<file path="src/rtl/hs_lane_pkg.sv">
package hs_lane_pkg;
  typedef enum logic [2:0] {
    ST_REST, ST_LP01, ST_LP00, ST_ZERO, ST_SYNC, ST_DATA, ST_TRAIL
  } lane_st_e;

  localparam int BYTE_W        = 8;
  localparam int BITS_PER_CLK  = 2;
  localparam int SLOT_CLKS     = BYTE_W / BITS_PER_CLK;
  localparam logic [BYTE_W-1:0] SYNC_BYTE = 8'b00011101;
endpackage

</file>
<file path="src/rtl/lane_seq_fsm.sv">
module lane_seq_fsm
  import hs_lane_pkg::*;
#(
  parameter int LP01_CYC  = 2,
  parameter int LP00_CYC  = 3,
  parameter int ZERO_CYC  = 4,
  parameter int TRAIL_CYC = 3
) (
  input  logic     clk,
  input  logic     rst_n,
  input  logic     tx_req,
  input  logic     s_valid,
  output lane_st_e st,
  output logic     slot_end,
  output logic     sync_start,
  output logic     load,
  output logic     burst_end
);
  function automatic int imax(input int a, input int b);
    return (a > b) ? a : b;
  endfunction

  localparam int MAXC = imax(imax(imax(LP01_CYC, LP00_CYC), imax(ZERO_CYC, TRAIL_CYC)), SLOT_CLKS);
  localparam int CW   = $clog2(MAXC) + 1;

  lane_st_e      st_nx;
  logic [CW-1:0] cnt;
  logic [CW-1:0] lim;
  logic          ph_end;

  always_comb begin
    case (st)
      ST_LP01:          lim = CW'(LP01_CYC - 1);
      ST_LP00:          lim = CW'(LP00_CYC - 1);
      ST_ZERO:          lim = CW'(ZERO_CYC - 1);
      ST_SYNC, ST_DATA: lim = CW'(SLOT_CLKS - 1);
      ST_TRAIL:         lim = CW'(TRAIL_CYC - 1);
      default:          lim = '0;
    endcase
  end

  assign ph_end     = (cnt == lim);
  assign slot_end   = ((st == ST_SYNC) || (st == ST_DATA)) && ph_end;
  assign load       = slot_end && s_valid;
  assign burst_end  = slot_end && !s_valid;
  assign sync_start = (st == ST_ZERO) && ph_end;

  always_comb begin
    st_nx = st;
    case (st)
      ST_REST:  if (tx_req) st_nx = ST_LP01;
      ST_LP01:  if (ph_end) st_nx = ST_LP00;
      ST_LP00:  if (ph_end) st_nx = ST_ZERO;
      ST_ZERO:  if (ph_end) st_nx = ST_SYNC;
      ST_SYNC, ST_DATA: begin
        if (load)           st_nx = ST_DATA;
        else if (burst_end) st_nx = ST_TRAIL;
      end
      ST_TRAIL: if (ph_end) st_nx = ST_REST;
      default:  st_nx = ST_REST;
    endcase
  end

  always_ff @(posedge clk or negedge rst_n) begin
    if (!rst_n) begin
      st  <= ST_REST;
      cnt <= '0;
    end else begin
      st  <= st_nx;
      cnt <= ph_end ? '0 : cnt + 1'b1;
    end
  end
endmodule

</file>
<file path="src/rtl/lane_shifter.sv">
module lane_shifter
  import hs_lane_pkg::*;
(
  input  logic              clk,
  input  logic              rst_n,
  input  lane_st_e          st,
  input  logic              sync_start,
  input  logic              load,
  input  logic              burst_end,
  input  logic [BYTE_W-1:0] s_data,
  output logic [1:0]        hs_pair
);
  logic [BYTE_W-1:0] sreg;
  logic              trl_lvl;

  always_ff @(posedge clk or negedge rst_n) begin
    if (!rst_n) begin
      sreg    <= '0;
      trl_lvl <= 1'b0;
    end else begin
      if (sync_start)
        sreg <= SYNC_BYTE;
      else if (load)
        sreg <= s_data;
      else if ((st == ST_SYNC) || (st == ST_DATA))
        sreg <= {{BITS_PER_CLK{1'b0}}, sreg[BYTE_W-1:BITS_PER_CLK]};
      if (burst_end)
        trl_lvl <= ~sreg[BITS_PER_CLK-1];
    end
  end

  always_comb begin
    case (st)
      ST_SYNC, ST_DATA: hs_pair = sreg[1:0];
      ST_TRAIL:         hs_pair = {2{trl_lvl}};
      default:          hs_pair = 2'b00;
    endcase
  end
endmodule

</file>
<file path="src/rtl/lane_ddr_out.sv">
module lane_ddr_out (
  input  logic       clk,
  input  logic [1:0] pair,
  output logic       ser
);
  assign ser = clk ? pair[0] : pair[1];
endmodule

</file>
<file path="src/rtl/hs_lane_tx.sv">
module hs_lane_tx
  import hs_lane_pkg::*;
#(
  parameter int LP01_CYC  = 2,
  parameter int LP00_CYC  = 3,
  parameter int ZERO_CYC  = 4,
  parameter int TRAIL_CYC = 3
) (
  input  logic       clk,
  input  logic       rst_n,
  input  logic       tx_req,
  input  logic       s_valid,
  input  logic [7:0] s_data,
  output logic       s_ready,
  output logic       lp_p,
  output logic       lp_n,
  output logic       hs_en,
  output logic [1:0] hs_pair,
  output logic       hs_ser
);
  lane_st_e st;
  logic     slot_end, sync_start, load, burst_end;

  lane_seq_fsm #(
    .LP01_CYC (LP01_CYC),
    .LP00_CYC (LP00_CYC),
    .ZERO_CYC (ZERO_CYC),
    .TRAIL_CYC(TRAIL_CYC)
  ) u_fsm (
    .clk       (clk),
    .rst_n     (rst_n),
    .tx_req    (tx_req),
    .s_valid   (s_valid),
    .st        (st),
    .slot_end  (slot_end),
    .sync_start(sync_start),
    .load      (load),
    .burst_end (burst_end)
  );

  lane_shifter u_shf (
    .clk       (clk),
    .rst_n     (rst_n),
    .st        (st),
    .sync_start(sync_start),
    .load      (load),
    .burst_end (burst_end),
    .s_data    (s_data),
    .hs_pair   (hs_pair)
  );

  lane_ddr_out u_ddr (
    .clk (clk),
    .pair(hs_pair),
    .ser (hs_ser)
  );

  assign s_ready = slot_end;

  always_comb begin
    case (st)
      ST_REST: begin lp_p = 1'b1; lp_n = 1'b1; hs_en = 1'b0; end
      ST_LP01: begin lp_p = 1'b0; lp_n = 1'b1; hs_en = 1'b0; end
      ST_LP00: begin lp_p = 1'b0; lp_n = 1'b0; hs_en = 1'b0; end
      default: begin lp_p = 1'b0; lp_n = 1'b0; hs_en = 1'b1; end
    endcase
  end
endmodule

</file>
<file path="config.mk">
export PLATFORM = sky130hd
export DESIGN_NAME = hs_lane_tx
export DESIGN_NICKNAME = d
export VERILOG_FILES = /design/src/rtl/hs_lane_pkg.sv /design/src/rtl/lane_seq_fsm.sv /design/src/rtl/lane_shifter.sv /design/src/rtl/lane_ddr_out.sv /design/src/rtl/hs_lane_tx.sv
export SDC_FILE = /design/constraint.sdc
export NUM_CORES = 1
export LEC_CHECK = 0
export BUFFER_PORTS_ARGS = -buffer_cell sky130_fd_sc_hd__clkbuf_2
export CAP_MARGIN = 5
export CORE_MARGIN = 2
export CORE_UTILIZATION = 57
export CTS_CLUSTER_DIAMETER = 120
export DETAILED_ROUTE_END_ITERATION = 10
export PLACE_DENSITY = 0.83
export SETUP_SLACK_MARGIN = 0.15
export SLEW_MARGIN = 0
export SYNTH_ARGS = -nofsm -noshare
export SYNTH_HDL_FRONTEND = slang
export SYNTH_SLANG_ARGS = --single-unit
</file>
<file path="constraint.sdc">
create_clock -name clk -period 3.64 [get_ports clk]
set_input_delay 0.182 -clock clk [delete_from_list [all_inputs] [get_ports clk]]
set_output_delay 0.182 -clock clk [all_outputs]
set_load 0.03 [all_outputs]
</file>
==> results.md <==
* Slew at the pin with the worst max-slew slack at around 0.63 ns
* I/O pin total at 19
* CP Max Fanout at 2
* Final setup viols at 0
* Floorplan core area at about 1500 um^2
* Number of buffers added for setup after CTS at 0
* Hold worst-path end: u_shf.sreg[6]
* Synth Net Count at between 100 and 150
* Clock skew at ~0.0049 ns
* Max-slew violation count at 0
* Hold Path Depth at 2
* Antenna violations before repair at 0
* Initial core utilization at 0.620
* Max-Slew Margin vs Limit at 0.580
* First-pass GRT wire length at around 3500 um
* Count of unique library cells instantiated by Yosys at 43
* I/O Buffers at 18
* Primary FF master, synth: sky130_fd_sc_hd__dfrtp_1
* Remaining design rule violation count at 0
* Sum of negative setup slack at 0 ns
* Iteration-0 DRC Markers at 26
* Routed wirelength normalized by instance count at around 15 um
* Row count at 14
* EDFF count, synth at 0
* Die outline height at 45.0 um
* Reg2reg path depth at 4
* Post-route design area at around 1100 um^2
* Share of cells above drive strength 1 at 0.246
* Setup slack, reg-to-reg at 1.63 ns
* Vias at ~810
* Total routing resource utilization after global routing at 0.245
* Clock slew at reported path FFs at ~0.09 ns
* Die Footprint at about 2000 um^2
* Weighted congestion at the end of routability-driven global placement at 0.723
* DP Wirelength at 1380 um
* Leak pwr at 0.479 nW
* FF-to-FF End: u_shf.sreg[1]
* Count of endpoints failing hold in the final timing report at 0
* Worst reg2reg startpoint: u_fsm.st[1]
* Number of warnings reported in the yosys synthesis log at 0
* Crit path required time at about 3.5 ns
* Type of origin of the critical path: clock port
* Width of the die at between 40 and 50 um
* Detailed-routing iteration count for the pre-antenna-repair pass at 4
* Antenna cell count at 0
* Number of max-cap violations at 0
* Vias per Instance at approximately 6.3
* Startpoint of the tightest hold check path: s_data[6]
* Worst Path Class, Setup: clock port to output pin
* Portion of the post-synthesis area used by sequential elements at 0.393
* Aggregate global routing overflow at 0
* CTS tree: built
* Category of the worst setup path capture point: output pin
* Mean post-synth cell area at a little under 10 um^2
* Peak ir drop on the vdd network at 469 uV
* Drt total wl at about 2000 um
* Mapped Cells at 97
* Data arrival time of the critical path at ~2.6 ns
* Synth-to-layout area growth at 12.4%
* Proportion of synthesized flip-flops having asynchronous set or reset at 1.00
* Area post-placement at 1020 um^2
* Power per cell area at ~840 nW/um^2
* Unrepaired setup endpoints after global routing: false
* Number of nets at the end of the flow at 128
* FF+latch count, synth at 15
* Path type of the worst min-delay path: input port to register
* Clock latency of the later-clocked register in the worst-skew pair at slightly below 0.4 ns
* Combined area of all synthesized cells at approximately 960 um^2
* DRT antenna net count at 0
* Number of global-route vias before repair at slightly above 800
* Outcome: complete, no violations
* Largest net degree at the start of global routing at 22
-- synthesized netlist by cell type (all sizes together) (2+ instances only) --
cell | n | area share
a21boi | 4 | 0.031
a21oi | 4 | 0.021
a221o | 2 | 0.021
a22o | 3 | 0.027
a2bb2oi | 4 | 0.037
buf | 6 | 0.041
clkbuf | 3 | 0.012
dfrtp | 15 | 0.39
mux2i | 5 | 0.052
nand2 | 5 | 0.027
nand2b | 6 | 0.039
nor2 | 9 | 0.035
nor3 | 2 | 0.010
nor3b | 2 | 0.016
nor4 | 2 | 0.020
nor4b | 2 | 0.041
o21ai | 4 | 0.021
-- registers in the layout, summed over array words and instances (netlist names) --
register,cells
u_shf.sreg,8
u_shf.trl_lvl,1
u_fsm.st,3
u_fsm.cnt,3
-- timing repair --
action                    CTS  global route
resized for setup           0             0
hold buffers                1             0
hold endpoints to repair   15             0
-- worst max-delay path by stage --
| stage | from | endpoint | slack (ns) | depth (start not counted) |
|---|---|---|---|---|
| after floorplan | clk | hs_ser | 1.13 | 3 |
| after global placement | clk | hs_ser | 1.11 | 4 |
| after detailed placement | clk | hs_ser | 1.11 | 4 |
| after CTS | clk | hs_ser | 0.83 | 6 |
| after global routing | clk | hs_ser | 0.76 | 6 |
| final | clk | hs_ser | 0.84 | 6 |
-- cell usage in the layout (no fill, tap or decap), drive strengths merged, types with 3 or more instances in the layout --
cell	Yosys	routed
nor2	9	9
mux2i	5	5
a21oi	4	4
a22o	3	3
clkbuf	3	25
dfrtp	15	15
o21ai	4	4
a21boi	4	4
nand2	5	5
nand2b	6	6
a2bb2oi	4	4
-- final cells by class --
cell class / count / area, um^2
multi-input combinational: 72 / 527
fill: 133 / 467
sequential: 15 / 375
timing repair buffer: 18 / 95.1
clock buffer: 8 / 53.8
tap: 16 / 20.0
inverter: 1 / 3.75
-- per-layer routing --
metal / GRT usage / vias to the layer above / share of wire / routed length (um)
met1: 0.302 / 396 / 0.46 / 903
met3: 0.0880 / 2 / 0.051 / 102
li1: - / 397 / - / -
met5: 0 / - / 0 / 0
met2: 0.374 / 19 / 0.49 / 962
met4: 0.129 / 0 / 0.0066 / 13
-- critical path, cell delays in order --
cell,delay (ns)
sky130_fd_sc_hd__clkbuf_4,0.11
sky130_fd_sc_hd__clkbuf_4,0.13
sky130_fd_sc_hd__mux2i_1,0.10
sky130_fd_sc_hd__o21ai_0,0.12
sky130_fd_sc_hd__and2_1,0.14
sky130_fd_sc_hd__clkbuf_2,0.20
-- where the power goes --
part / internal [mW] / leakage (nW) / switching, mW
clock: 0.0917 / 0.0439 / 0.0759
combinational: 0.175 / 0.254 / 0.187
sequential: 0.239 / 0.181 / 0.135
-- metrics by stage --
step	hold WS, ns	util	cells	total power, mW	worst slack (ns)
2_1_floorplan	-0.114	-	97	0.679	1.13
3_3_place_gp	0.113	0.659	122	0.735	1.11
3_5_place_dp	0.116	0.659	122	0.760	1.11
4_1_cts	0.0170	0.697	130	0.907	0.827
5_1_grt	0.0111	0.697	130	0.980	0.761
6_report	0.0168	0.697	130	0.903	0.836
-- cell families after synthesis --
| logic type | synth area share |
|---|---|
| AO/OA/AOI/OAI | 0.225 |
| multiplexers | 0.0524 |
| AND/OR/NAND/NOR | 0.251 |
| adder cells (fa/ha/maj) | 0.0131 |
| buffers and inverters | 0.0563 |
| XOR/XNOR | 0.00916 |
| flip-flops | 0.393 |
Power figures use the tool's default switching activity.
